### config.mk
export PLATFORM = sky130hd
export DESIGN_NAME = tuner_pll_ctrl
export DESIGN_NICKNAME = d
export VERILOG_FILES = /design/src/rtl/tpll_pkg.sv /design/src/rtl/tpll_line_sync.sv /design/src/rtl/tpll_byte_rx.sv /design/src/rtl/tpll_pair_sorter.sv /design/src/rtl/tuner_pll_ctrl.sv
export SDC_FILE = /design/constraint.sdc
export NUM_CORES = 1
export LEC_CHECK = 0
export BUFFER_PORTS_ARGS = -buffer_cell sky130_fd_sc_hd__buf_2
export CORE_ASPECT_RATIO = 0.9
export CORE_MARGIN = 2
export CORE_UTILIZATION = 61
export CTS_CLUSTER_SIZE = 24
export DETAILED_ROUTE_END_ITERATION = 8
export GPL_TIMING_DRIVEN = 0
export PLACE_DENSITY = 0.88
export SYNTH_ARGS = -nofsm -noshare
export SYNTH_HDL_FRONTEND = slang
export SYNTH_SLANG_ARGS = --single-unit
### constraint.sdc
create_clock -name clk -period 3.74 [get_ports clk]
set_input_delay 0.748 -clock clk [delete_from_list [all_inputs] [get_ports clk]]
set_output_delay 0.748 -clock clk [all_outputs]
set_load 0.03 [all_outputs]
### src/rtl/tpll_pkg.sv
package tpll_pkg;

  // bit-level receiver phases
  typedef enum logic [1:0] {
    RX_IDLE,
    RX_SHIFT,
    RX_WAIT_ACK,
    RX_ACK
  } rx_state_e;

  // which half of a data pair is expected next
  typedef enum logic [1:0] {
    PR_FIRST,
    PR_DIV,
    PR_CTRL
  } pair_state_e;

  // committed control settings, bit order as seen on the bus
  typedef struct packed {
    logic       cp;
    logic       gc;
    logic       cd;
    logic [1:0] ref_sel;
    logic       os;
  } ctrl_t;

endpackage

### src/rtl/tpll_line_sync.sv
module tpll_line_sync #(
  parameter int STAGES = 2
) (
  input  logic clk,
  input  logic rst_n,
  input  logic scl_in,
  input  logic sda_in,
  output logic sda_lvl,
  output logic scl_rise,
  output logic scl_fall,
  output logic start_seen,
  output logic stop_seen
);
  // idle bus level is high for both lines
  logic [STAGES-1:0] scl_q;
  logic [STAGES-1:0] sda_q;
  logic              scl_d;
  logic              sda_d;
  logic              scl_lvl;

  generate
    for (genvar g = 0; g < STAGES; g++) begin : g_stage
      always_ff @(posedge clk or negedge rst_n) begin
        if (!rst_n) begin
          scl_q[g] <= 1'b1;
          sda_q[g] <= 1'b1;
        end else begin
          scl_q[g] <= (g == 0) ? scl_in : scl_q[(g == 0) ? 0 : g-1];
          sda_q[g] <= (g == 0) ? sda_in : sda_q[(g == 0) ? 0 : g-1];
        end
      end
    end
  endgenerate

  assign scl_lvl = scl_q[STAGES-1];
  assign sda_lvl = sda_q[STAGES-1];

  always_ff @(posedge clk or negedge rst_n) begin
    if (!rst_n) begin
      scl_d <= 1'b1;
      sda_d <= 1'b1;
    end else begin
      scl_d <= scl_lvl;
      sda_d <= sda_lvl;
    end
  end

  assign scl_rise   = scl_lvl & ~scl_d;
  assign scl_fall   = ~scl_lvl & scl_d;
  assign start_seen = scl_lvl & scl_d & sda_d & ~sda_lvl;
  assign stop_seen  = scl_lvl & scl_d & ~sda_d & sda_lvl;

endmodule

### src/rtl/tpll_byte_rx.sv
module tpll_byte_rx
  import tpll_pkg::*;
#(
  parameter int              SEL_W       = 2,
  parameter int              PREFIX_W    = 5,
  parameter logic [PREFIX_W-1:0] ADDR_PREFIX = 5'b11000
) (
  input  logic             clk,
  input  logic             rst_n,
  input  logic             scl_rise,
  input  logic             scl_fall,
  input  logic             sda_lvl,
  input  logic             start_seen,
  input  logic             stop_seen,
  input  logic [SEL_W-1:0] hw_sel,
  output logic             sda_pull,
  output logic             addr_hit,
  output logic             byte_vld,
  output logic [7:0]       byte_data
);
  localparam int ADDR_W = PREFIX_W + SEL_W;
  localparam int CNT_W  = 4;

  rx_state_e        state;
  logic [CNT_W-1:0] bit_cnt;
  logic [7:0]       shreg;
  logic [7:0]       next_byte;
  logic             in_addr;
  logic             matched;

  assign next_byte = {shreg[6:0], sda_lvl};

  always_ff @(posedge clk or negedge rst_n) begin
    if (!rst_n) begin
      state     <= RX_IDLE;
      bit_cnt   <= '0;
      shreg     <= '0;
      in_addr   <= 1'b0;
      matched   <= 1'b0;
      sda_pull  <= 1'b0;
      addr_hit  <= 1'b0;
      byte_vld  <= 1'b0;
      byte_data <= '0;
    end else begin
      addr_hit <= 1'b0;
      byte_vld <= 1'b0;
      if (start_seen) begin
        state    <= RX_SHIFT;
        bit_cnt  <= '0;
        in_addr  <= 1'b1;
        matched  <= 1'b0;
        sda_pull <= 1'b0;
      end else if (stop_seen) begin
        state    <= RX_IDLE;
        matched  <= 1'b0;
        sda_pull <= 1'b0;
      end else begin
        unique case (state)
          RX_SHIFT: begin
            if (scl_rise) begin
              shreg <= next_byte;
              if (bit_cnt == CNT_W'(7)) begin
                bit_cnt <= '0;
                if (in_addr) begin
                  if (next_byte[7:1] == ADDR_W'({ADDR_PREFIX, hw_sel}) && !next_byte[0]) begin
                    matched  <= 1'b1;
                    addr_hit <= 1'b1;
                    state    <= RX_WAIT_ACK;
                  end else begin
                    state <= RX_IDLE;
                  end
                end else begin
                  byte_vld  <= 1'b1;
                  byte_data <= next_byte;
                  state     <= RX_WAIT_ACK;
                end
              end else begin
                bit_cnt <= bit_cnt + CNT_W'(1);
              end
            end
          end
          RX_WAIT_ACK: begin
            if (scl_fall) begin
              sda_pull <= 1'b1;
              state    <= RX_ACK;
            end
          end
          RX_ACK: begin
            if (scl_fall) begin
              sda_pull <= 1'b0;
              in_addr  <= 1'b0;
              state    <= RX_SHIFT;
            end
          end
          default: ;
        endcase
      end
    end
  end

  AST_ACK_NEEDS_MATCH: assert property (@(posedge clk) disable iff (!rst_n)
    $rose(sda_pull) |-> matched);
  AST_DATA_NEEDS_MATCH: assert property (@(posedge clk) disable iff (!rst_n)
    byte_vld |-> matched);
  AST_RELEASE_ON_FALL: assert property (@(posedge clk) disable iff (!rst_n)
    ($fell(sda_pull) && !$past(start_seen) && !$past(stop_seen)) |-> $past(scl_fall));
  AST_RESTART_ADDR: assert property (@(posedge clk) disable iff (!rst_n)
    start_seen |=> (in_addr && bit_cnt == '0 && !sda_pull));

endmodule

### src/rtl/tpll_pair_sorter.sv
module tpll_pair_sorter
  import tpll_pkg::*;
#(
  parameter int DIV_W  = 10,
  parameter int SW_W   = 5,
  parameter int BAND_N = 4
) (
  input  logic              clk,
  input  logic              rst_n,
  input  logic              addr_hit,
  input  logic              byte_vld,
  input  logic [7:0]        byte_data,
  output logic [DIV_W-1:0]  main_div,
  output logic [SW_W-1:0]   swallow,
  output ctrl_t             ctrl,
  output logic [BAND_N-1:0] band
);
  // first byte carries the role flag plus the top 7 ratio bits
  localparam int HI_BITS = 7;
  localparam int LO_BITS = DIV_W - HI_BITS;

  pair_state_e st;
  logic [7:0]  hold;

  always_ff @(posedge clk or negedge rst_n) begin
    if (!rst_n) begin
      st       <= PR_FIRST;
      hold     <= '0;
      main_div <= '0;
      swallow  <= '0;
      ctrl     <= '0;
      band     <= '0;
    end else if (addr_hit) begin
      st <= PR_FIRST;
    end else if (byte_vld) begin
      unique case (st)
        PR_FIRST: begin
          hold <= byte_data;
          st   <= byte_data[7] ? PR_CTRL : PR_DIV;
        end
        PR_DIV: begin
          main_div <= {hold[HI_BITS-1:0], byte_data[7 -: LO_BITS]};
          swallow  <= byte_data[SW_W-1:0];
          st       <= PR_FIRST;
        end
        PR_CTRL: begin
          ctrl <= '{cp: hold[6], gc: hold[5], cd: hold[4],
                    ref_sel: hold[2:1], os: hold[0]};
          band <= byte_data[BAND_N-1:0];
          st   <= PR_FIRST;
        end
        default: st <= PR_FIRST;
      endcase
    end
  end

  AST_DIV_HOLDS: assert property (@(posedge clk) disable iff (!rst_n)
    !byte_vld |=> ($stable(main_div) && $stable(swallow)));
  AST_CTRL_HOLDS: assert property (@(posedge clk) disable iff (!rst_n)
    !byte_vld |=> ($stable(ctrl) && $stable(band)));
  AST_DIV_SECOND_BYTE: assert property (@(posedge clk) disable iff (!rst_n)
    !$stable(main_div) |-> $past(st) == PR_DIV);
  AST_BAND_SECOND_BYTE: assert property (@(posedge clk) disable iff (!rst_n)
    !$stable(band) |-> $past(st) == PR_CTRL);

endmodule

### src/rtl/tuner_pll_ctrl.sv
module tuner_pll_ctrl
  import tpll_pkg::*;
#(
  parameter int DIV_W  = 10,
  parameter int SW_W   = 5,
  parameter int BAND_N = 4,
  parameter int SEL_W  = 2,
  parameter int SYNC_N = 2
) (
  input  logic              clk,
  input  logic              rst_n,
  input  logic              scl_in,
  input  logic              sda_in,
  output logic              sda_pull,
  input  logic [SEL_W-1:0]  hw_sel,
  output logic [DIV_W-1:0]  main_div,
  output logic [SW_W-1:0]   swallow,
  output logic              pump_en,
  output logic              pump_hi,
  output logic              gain_low,
  output logic              vt_off,
  output logic [1:0]        ref_sel,
  output logic [BAND_N-1:0] band
);
  logic       sda_lvl, scl_rise, scl_fall, start_seen, stop_seen;
  logic       addr_hit, byte_vld;
  logic [7:0] byte_data;
  ctrl_t      ctrl;

  tpll_line_sync #(.STAGES(SYNC_N)) u_sync (
    .clk(clk), .rst_n(rst_n), .scl_in(scl_in), .sda_in(sda_in),
    .sda_lvl(sda_lvl), .scl_rise(scl_rise), .scl_fall(scl_fall),
    .start_seen(start_seen), .stop_seen(stop_seen)
  );

  tpll_byte_rx #(.SEL_W(SEL_W)) u_rx (
    .clk(clk), .rst_n(rst_n), .scl_rise(scl_rise), .scl_fall(scl_fall),
    .sda_lvl(sda_lvl), .start_seen(start_seen), .stop_seen(stop_seen),
    .hw_sel(hw_sel), .sda_pull(sda_pull), .addr_hit(addr_hit),
    .byte_vld(byte_vld), .byte_data(byte_data)
  );

  tpll_pair_sorter #(.DIV_W(DIV_W), .SW_W(SW_W), .BAND_N(BAND_N)) u_sort (
    .clk(clk), .rst_n(rst_n), .addr_hit(addr_hit), .byte_vld(byte_vld),
    .byte_data(byte_data), .main_div(main_div), .swallow(swallow),
    .ctrl(ctrl), .band(band)
  );

  assign pump_en  = ~ctrl.cd;
  assign pump_hi  = ctrl.cp;
  assign gain_low = ctrl.gc;
  assign vt_off   = ctrl.os;
  assign ref_sel  = ctrl.ref_sel;

  AST_RESET_STATE: assert property (@(posedge clk)
    $rose(rst_n) |-> (main_div == '0 && swallow == '0 && band == '0 && pump_en));

endmodule

==> Word level (Yosys, flattened, before mapping) <==
Index checks and enable logic that the tools add are counted.
{ "word_totals": {"register_bits": 65, "inputBits": 6} }
{ "op_classes": {"addsub": 1, "n_mux": 39, "reduce_logical": 19, "eq_ne": 12, "n_bitwise": 16} }
{ "ops": {"columns": ["op", "n"], "rows": [
  ["$mux W2", 12],
  ["$mux W1", 20],
  ["$mux W4", 5],
  ["$reduce_and A3 Y1", 6],
  ["$ne A4 B4 Y1 const B", 3],
  ["$reduce_bool A2 Y1", 5],
  ["$not A1 Y1", 9],
  ["$and A1 B1 Y1", 7],
  ["$eq A7 B7 Y1", 1],
  ["$eq A2 B2 Y1 const B", 3],
  ["$pmux W2 S3", 1],
  ["$reduce_and A6 Y1", 1],
  ["$reduce_and A5 Y1", 1],
  ["$reduce_bool A5 Y1", 1],
  ["$add A4 B1 Y4 const B", 1],
  ["$eq A2 B1 Y1 const B", 2],
  ["$eq A4 B3 Y1 const B", 1],
  ["$ne A4 B3 Y1 const B", 1],
  ["$reduce_and A4 Y1", 1],
  ["$reduce_bool A4 Y1", 1],
  ["$logic_not A2 Y1", 1],
  ["$ne A2 B2 Y1 const B", 1],
  ["$pmux W1 S2", 1],
  ["$logic_and A1 B1 Y1", 1],
  ["$logic_not A1 Y1", 1]
]} }

==> Depth between registers and ports, before layout <==
Gate-level depths: netlist (run 1).
{ "logic_depth": {"word_depth": 9, "mapped_depth": 7, "mapped_depth_nobuf": 6} }

==> Modules after synthesis <==
Synthesis (run 1) repeated with hierarchy kept, for this count alone.
{ "unflattened": {"cells_unflattened": 176, "hier_area_um2": 2678.8} }
{ "modules_own_cells": {"columns": ["module", "seq_area_each_um2", "area_each_um2", "cells_each", "instances"], "rows": [
  ["tpll_pair_sorter", 850.8, 1380.1, 78, 1],
  ["tpll_byte_rx", 625.6, 1104.8, 87, 1],
  ["tpll_line_sync", 157.7, 190.2, 10, 1],
  ["tuner_pll_ctrl", 0.0, 3.8, 1, 1]
]} }

==> Worst setup path before layout (run 1) <==
Ideal clock, no wire load.
{ "synth_path": {"path_kind": "reg2reg", "startpoint": "register u_rx.state[1]", "endpoint": "register u_rx.byte_data[0]", "arrival_ps": 1449, "path_stages_with_launch": 6, "path_slack_ps": 2167, "required_ps": 3615, "setup_ps": 125, "cell_sequence": "dfrtp_1 -> inv_1 -> ha_1 -> nand3b_1 -> nor3_4 -> mux2_2"} }
{ "synth_between": {"elab_chain_len": 2} }
{ "synth_lines": {"columns": ["element", "line", "rtl"], "rows": [
  ["from (decl)", "tpll_byte_rx.sv:24", "rx_state_e state;"],
  ["from (signal assigned)", "tpll_byte_rx.sv:35", "state <= RX_IDLE;"],
  ["from (signal assigned)", "tpll_byte_rx.sv:48", "state <= RX_SHIFT;"],
  ["from (signal assigned)", "tpll_byte_rx.sv:54", "state <= RX_IDLE;"],
  ["$eq A2 B1 Y1", "tpll_byte_rx.sv:58", "unique case (state)"],
  ["$reduce_and A6 Y1 (no source line)", null, null],
  ["to (signal assigned)", "tpll_byte_rx.sv:74", "byte_data <= next_byte;"],
  ["to (decl)", "tpll_byte_rx.sv:19", "output logic [7:0] byte_data"]
]} }
No other way between the ends.
A chain may end at the register's enable or synchronous reset.

==> Worst setup path after layout (run 1) <==
Same ends and word-level chain as after synthesis.

==> impl_metrics.csv, run 1 <==
group,metric,value,unit
timing,timing.final.crit_period,1.78,ns
clock_network,path_clk_slew,0.07,ns
placed_design,dpl_cell_area,2940,um^2
logic_synthesis,synth_most_common_cell,"dfrtp_1",
timing,maxSlewViolCount,0,
setup_path,critPathLaunchType,"flip-flop",
placed_design,gp_congestion,0.785,
route,post-route-drc-count,0,
setup_path,cp_cell_sequence,"inv_1 -> ha_1 -> nand3b_1 -> nor3_4 -> mux2_2",
setup_path,crit_type,"flip-flop to flip-flop",
final_layout,syn2layout_area_growth,16.7,%
logic_synthesis,syn_avg_cell_area,13.1,um^2
clock_network,clock_latency,0.34,ns
timing,setup_ws,1.96,ns
setup_path,worstPathArrival,2.01,ns
setup_path,cpMaxStageDelayCell,"dfrtp_1",
logic_synthesis,synth_top_cell_by_area,"dfrtp_1",
timing,fmax,561,MHz
logic_synthesis,async_reset_ff_frac,1.00,
logic_synthesis,seq_area_frac_synth,0.604,
clock_network,hold_buffers,0,
logic_synthesis,synth_area,2710,um^2
floorplanning,fp.coreArea,4160,um^2
setup_path,end_kind,"flip-flop",
final_layout,stdcell_count,314,
placed_design,pre_cts_ws,1.74,ns
logic_synthesis,synth_top_area_frac,0.546,
grt,antenna_found_initial,0,
route,drt-total-wl,4.65,mm
run,cap_violations,0,
floorplanning,chipWidth,74.2,um
placed_design,placedCellCount,298,
power,peakVddDrop,541,uV
timing,tightest_slew,0.787,ns
logic_synthesis,ys_top_cells_by_area,"dfrtp_1 55%, mux2_2 15%, dfstp_2 5.8%",
route,vias,1736,
clock_network,post_cts_buffers,0,
timing,slew_headroom,0.476,
setup_path,crit_required,3.97,ns
final_layout,fin_area,3160,um^2
floorplanning,start_util,0.651,
logic_synthesis,synth_flop_cell,"dfrtp_1",
worst_hold_path,hp-class,"flip-flop to flip-flop",
clock_network,max-clock-path-buffers,2,
timing,worst_clock_skew,0.00878,ns
route,dr.pass1.iters,4,
clock_network,cts_sinks,65,
grt,grt-ovfl-total,0,
timing,fin_crit_sh,0.477,
logic_synthesis,synth_edf_count,0,
final_layout,drive_gt1_frac,0.398,
floorplanning,die_area,4980,um^2
route,ant_nets,0,
final_layout,finish.utilization,0.759,
clock_network,htreeDepth,3,
floorplanning,io_pins,32,
grt,grt_max_degree,66,
timing,rsz0062_at_grt,"false",
power,p_leak,1.62,nW
timing,hold_viol,0,
clock_network,ctsResizeCount,0,
clock_network,root_buffer,"clkbuf_8",
power,finalPower,1.74,mW
logic_synthesis,yosys.cell_types.count,41,
final_layout,antenna_cells,0,
placed_design,numPortBuffers,31,
setup_path,slowest_delay,0.42,ns
logic_synthesis,synth_common_cells,"59 x dfrtp_1, 37 x mux2_2, 27 x nand2_1",
grt,grt_pass1_vias,1704,
logic_synthesis,yosys_warnings,0,
logic_synthesis,ys_seq_elements,65,
route,drt_iter0_drc,69,
grt,grt_usage,0.226,
timing,finalSetupViolCount,0,
timing,setup_tns,0,ns
clock_network,cts_buffers,9,
route,via_per_inst,5.53,
logic_synthesis,synthesis.nets,217,
setup_path,critPathMaxFanout,9,
grt,grt_pass1_wl,8.04,mm
placed_design,place_hpwl,3.09,mm
run_status,outcome,"finished, final reports clean",
floorplanning,num_rows,22,
power,power_density,551,nW/um^2
clock_network,cts_tree,"done",
logic_synthesis,synth_cells,207,
final_layout,nets,259,
timing,whs,0.357,ns
route,post_drt_wl_per_cell,14.8,um
floorplanning,die_h,67.2,um
[where the power goes]
group | switching [mW] | total, mW | leakage, nW | internal (mW)
Clock | 0.266 | 0.641 | 0.109 | 0.374
Combinational | 0.160 | 0.279 | 0.631 | 0.120
Sequential | 0.0587 | 0.819 | 0.876 | 0.761
[layer usage]
layer	track usage	vias up	wire [um]
li1	-	812	-
met1	0.278	873	2010
met2	0.365	41	2300
met3	0.0925	10	253
met4	0.0773	0	85
met5	0	-	0
[layout by cell type (no fill, tap or decap), drive strengths merged, types with 2 or more instances in the layout]
master	Yosys	routed
mux2i	2	2
nand2b	3	3
clkinv	0	4
nor3b	2	2
and3b	2	2
nand4	2	2
ha	4	4
buf	5	36
nor2	9	9
dfstp	6	6
bufinv	0	2
inv	5	5
clkbuf	1	10
nand3b	2	2
nor2b	2	2
o21a	2	2
mux2	39	39
a21oi	3	3
nand3	2	2
nor3	4	4
o21ai	11	11
dfrtp	59	59
xnor2	3	3
nand2	27	27
[final timing paths]
check	start	to	slack, ns	cells after the start
max in group asynchronous	rst_n	u_sort.ctrl[2]	2.74	1
min in group asynchronous	rst_n	u_sort.st[1]	0.48	1
worst min register to register	u_sync.sda_q[0]	u_sync.sda_lvl	0.36	0
worst max register to register	u_rx.state[1]	u_rx.byte_data[0]	1.96	5
worst max-delay path	u_rx.state[1]	u_rx.byte_data[0]	1.96	5
worst min-delay path	u_sync.sda_q[0]	u_sync.sda_lvl	0.36	0
[worst max-delay path: cells and delay by family, from the launching register on]
family / cells / cell delay (ns)
AND/OR/NAND/NOR: 2 / 0.51
buffers and inverters: 1 / 0.11
adder cells (fa/ha/maj): 1 / 0.23
multiplexers: 1 / 0.39
flip-flops: 1 / 0.42
[area by class of cell]
class,count,area (um^2)
Sequential cell,65,1630
Timing Repair Buffer,31,158
Buffer,6,42.5
Multi-Input combinational cell,131,1010
Fill cell,271,1000
Inverter,5,18.8
Tap cell,60,75.1
Clock inverter,7,95.1
Clock buffer,9,124
[sequential cells by signal (all words and copies together), names as in the netlist]
| register | cells |
|---|---|
| u_sync.scl_q | 1 |
| u_sort.main_div | 10 |
| u_rx.addr_hit | 1 |
| u_rx.bit_cnt | 4 |
| u_sync.scl_lvl | 1 |
| u_rx.sda_pull | 1 |
| u_sync.sda_lvl | 1 |
| u_rx.shreg | 7 |
| u_rx.in_addr | 1 |
| u_sort.band | 4 |
| u_sync.sda_d | 1 |
| u_rx.byte_vld | 1 |
| u_sort.swallow | 5 |
| u_rx.byte_data | 8 |
| u_rx.state | 2 |
| u_sort.hold | 7 |
| u_sort.st | 2 |
| u_sync.sda_q | 1 |
| u_sort.ctrl | 6 |
| u_sync.scl_d | 1 |
[kinds of logic (layout without fill, tap and decap cells)]
logic type,count (synthesis),after routing,synth area share
adder cells (fa/ha/maj),4,4,0.0185
multiplexers,41,41,0.170
buffers and inverters,11,58,0.0227
AND/OR/NAND/NOR,59,59,0.117
XOR/XNOR,3,3,0.00972
flip-flops,65,65,0.604
AO/OA/AOI/OAI,24,24,0.0583
No activity file was read; power rests on OpenSTA's default activity.
==> inputs of run 2 (changes only) <==
Settings changed: CORE_UTILIZATION 61 to 57, PLACE_DENSITY 0.88 to 0.83.
Clock period 3.74 ns to 1.7 ns, I/O delays scaled along.
==> impl_metrics.csv, run 2 (synthesis results as in run 1) <==
group,metric,value,unit
final_layout,drive_gt1_frac,0.437,
timing,rsz0062_at_grt,"true",
setup_path,critPathMaxFanout,5,
timing,tightest_slew,0.776,ns
final_layout,largest_register,"u_sort.main_div",
power,p_leak,1.68,nW
floorplanning,num_rows,23,
clock_network,cts_sinks,65,
clock_network,root_buffer,"clkbuf_8",
floorplanning,io_pins,32,
placed_design,pre_cts_ws,-0.113,ns
grt,antenna_found_initial,0,
clock_network,cts_tree,"done",
route,dr.pass1.iters,4,
timing,timing.final.crit_period,1.67,ns
route,post_drt_wl_per_cell,15.0,um
timing,maxSlewViolCount,0,
timing,worst_clock_skew,0.00864,ns
power,power_density,1150,nW/um^2
clock_network,htreeDepth,3,
final_layout,nets,266,
grt,grt-ovfl-total,0,
clock_network,max-clock-path-buffers,2,
setup_path,cpMaxStageDelayCell,"dfrtp_1",
final_layout,syn2layout_area_growth,20.2,%
floorplanning,fp.coreArea,4520,um^2
timing,fmax,600,MHz
grt,grt_max_degree,66,
route,drt-total-wl,4.85,mm
final_layout,finish.utilization,0.720,
final_layout,multi_input_area,1060,um^2
floorplanning,start_util,0.599,
final_layout,seqCellArea,1640,um^2
grt,grt_usage,0.192,
timing,slew_headroom,0.483,
floorplanning,die_area,5310,um^2
placed_design,numPortBuffers,31,
final_layout,antenna_cells,0,
route,via_per_inst,5.44,
final_layout,largest_register_ffs,10,
setup_path,worstPathArrival,1.90,ns
placed_design,place_hpwl,3.08,mm
timing,setup_ws,0.0339,ns
route,ant_nets,0,
run,cap_violations,0,
grt,grt_pass1_wl,7.91,mm
final_layout,fillCellCount,316,
floorplanning,chipWidth,76.6,um
floorplanning,die_h,69.4,um
clock_network,hold_buffers,0,
clock_network,clock_latency,0.35,ns
placed_design,gp_congestion,0.786,
setup_path,slowest_delay,0.42,ns
power,peakVddDrop,1040,uV
final_layout,top_regs,"u_sort.main_div x10, u_rx.byte_data x8",
run_status,outcome,"finished, final reports clean",
route,vias,1756,
final_layout,layout_commonest_cell,"dfrtp_1",
setup_path,crit_required,1.93,ns
timing,finalSetupViolCount,0,
route,post-route-drc-count,0,
timing,whs,0.0789,ns
grt,grt_pass1_vias,1740,
clock_network,cts_buffers,9,
worst_hold_path,hp-class,"input port to asynchronous set/reset pin",
clock_network,path_clk_slew,0.07,ns
setup_path,cp_cell_sequence,"inv_2 -> ha_4 -> nand3b_1 -> nor3_4 -> buf_6 -> mux2_2",
setup_path,critPathLaunchType,"flip-flop",
setup_path,crit_type,"flip-flop to flip-flop",
timing,hold_viol,0,
timing,fin_crit_sh,0.980,
setup_path,end_kind,"flip-flop",
final_layout,final_cell_mix,"58 x dfrtp_1, 36 x mux2_2, 31 x buf_2",
route,drt_iter0_drc,96,
==> run 2: layout make-up <==
cell class / instances / share of cell area
well taps: 62 / 0.0239
clock buffers: 14 / 0.0562
inverters: 5 / 0.00577
repair buffers: 38 / 0.0681
clock inverters: 2 / 0.00308
plain buffers: 6 / 0.0135
flip-flops and latches: 65 / 0.503
multi-input cells: 131 / 0.327
==> run 2: worst max-delay path: cells and delay by family, from the launching register on <==
family,cells,cell delay (ns)
buffers and inverters,2,0.25
AND/OR/NAND/NOR,2,0.41
adder cells (fa/ha/maj),1,0.14
multiplexers,1,0.32
flip-flops,1,0.42
==> run 2: metal layers <==
layer  wire [um]  vias up  global-route usage
met2        2400       43               0.298
met5           0        -                   0
met4          91        0              0.0626
met3         237       12              0.0820
li1            -      823                   -
met1        2130      878               0.244
==> run 2: path summary, 6_finish.rpt <==
path / depth (start not counted) / slack, ns / from / endpoint
worst max-delay path: 6 / 0.03 / u_rx.state[1] / u_rx.byte_data[5]
min in group clk: 1 / 0.10 / scl_in / u_sync.scl_q[0]
worst min register to register: 0 / 0.36 / u_sync.scl_q[0] / u_sync.scl_lvl
max in group asynchronous: 1 / 1.07 / rst_n / u_rx.state[0]
worst max register to register: 6 / 0.03 / u_rx.state[1] / u_rx.byte_data[5]
worst min-delay path: 1 / 0.08 / rst_n / u_sort.main_div[2]
==> run 2: stage by stage <==
step | cells | setup TNS [ns] | area, um^2 | power [mW]
2_1_floorplan | 207 | 0 | 2710 | 2.27
3_3_place_gp | 300 | -0.556 | 2940 | 2.40
3_5_place_dp | 300 | -0.780 | 2940 | 2.44
4_1_cts | 321 | 0 | 3180 | 3.70
5_1_grt | 323 | -0.227 | 3250 | 3.96
6_report | 323 | 0 | 3250 | 3.74
==> run 2: report_power, final <==
part | internal (mW) | switching [mW]
registers | 1.68 | 0.147
logic | 0.308 | 0.368
clock network | 0.684 | 0.553
total | 2.67 | 1.07
==> run 2: what timing repair did <==
item	4_1_cts	5_1_grt
gates resized for setup	2	15
endpoints found under the setup margin	9	27
buffers inserted	5	2
gates cloned	0	0
pin swaps	2	1
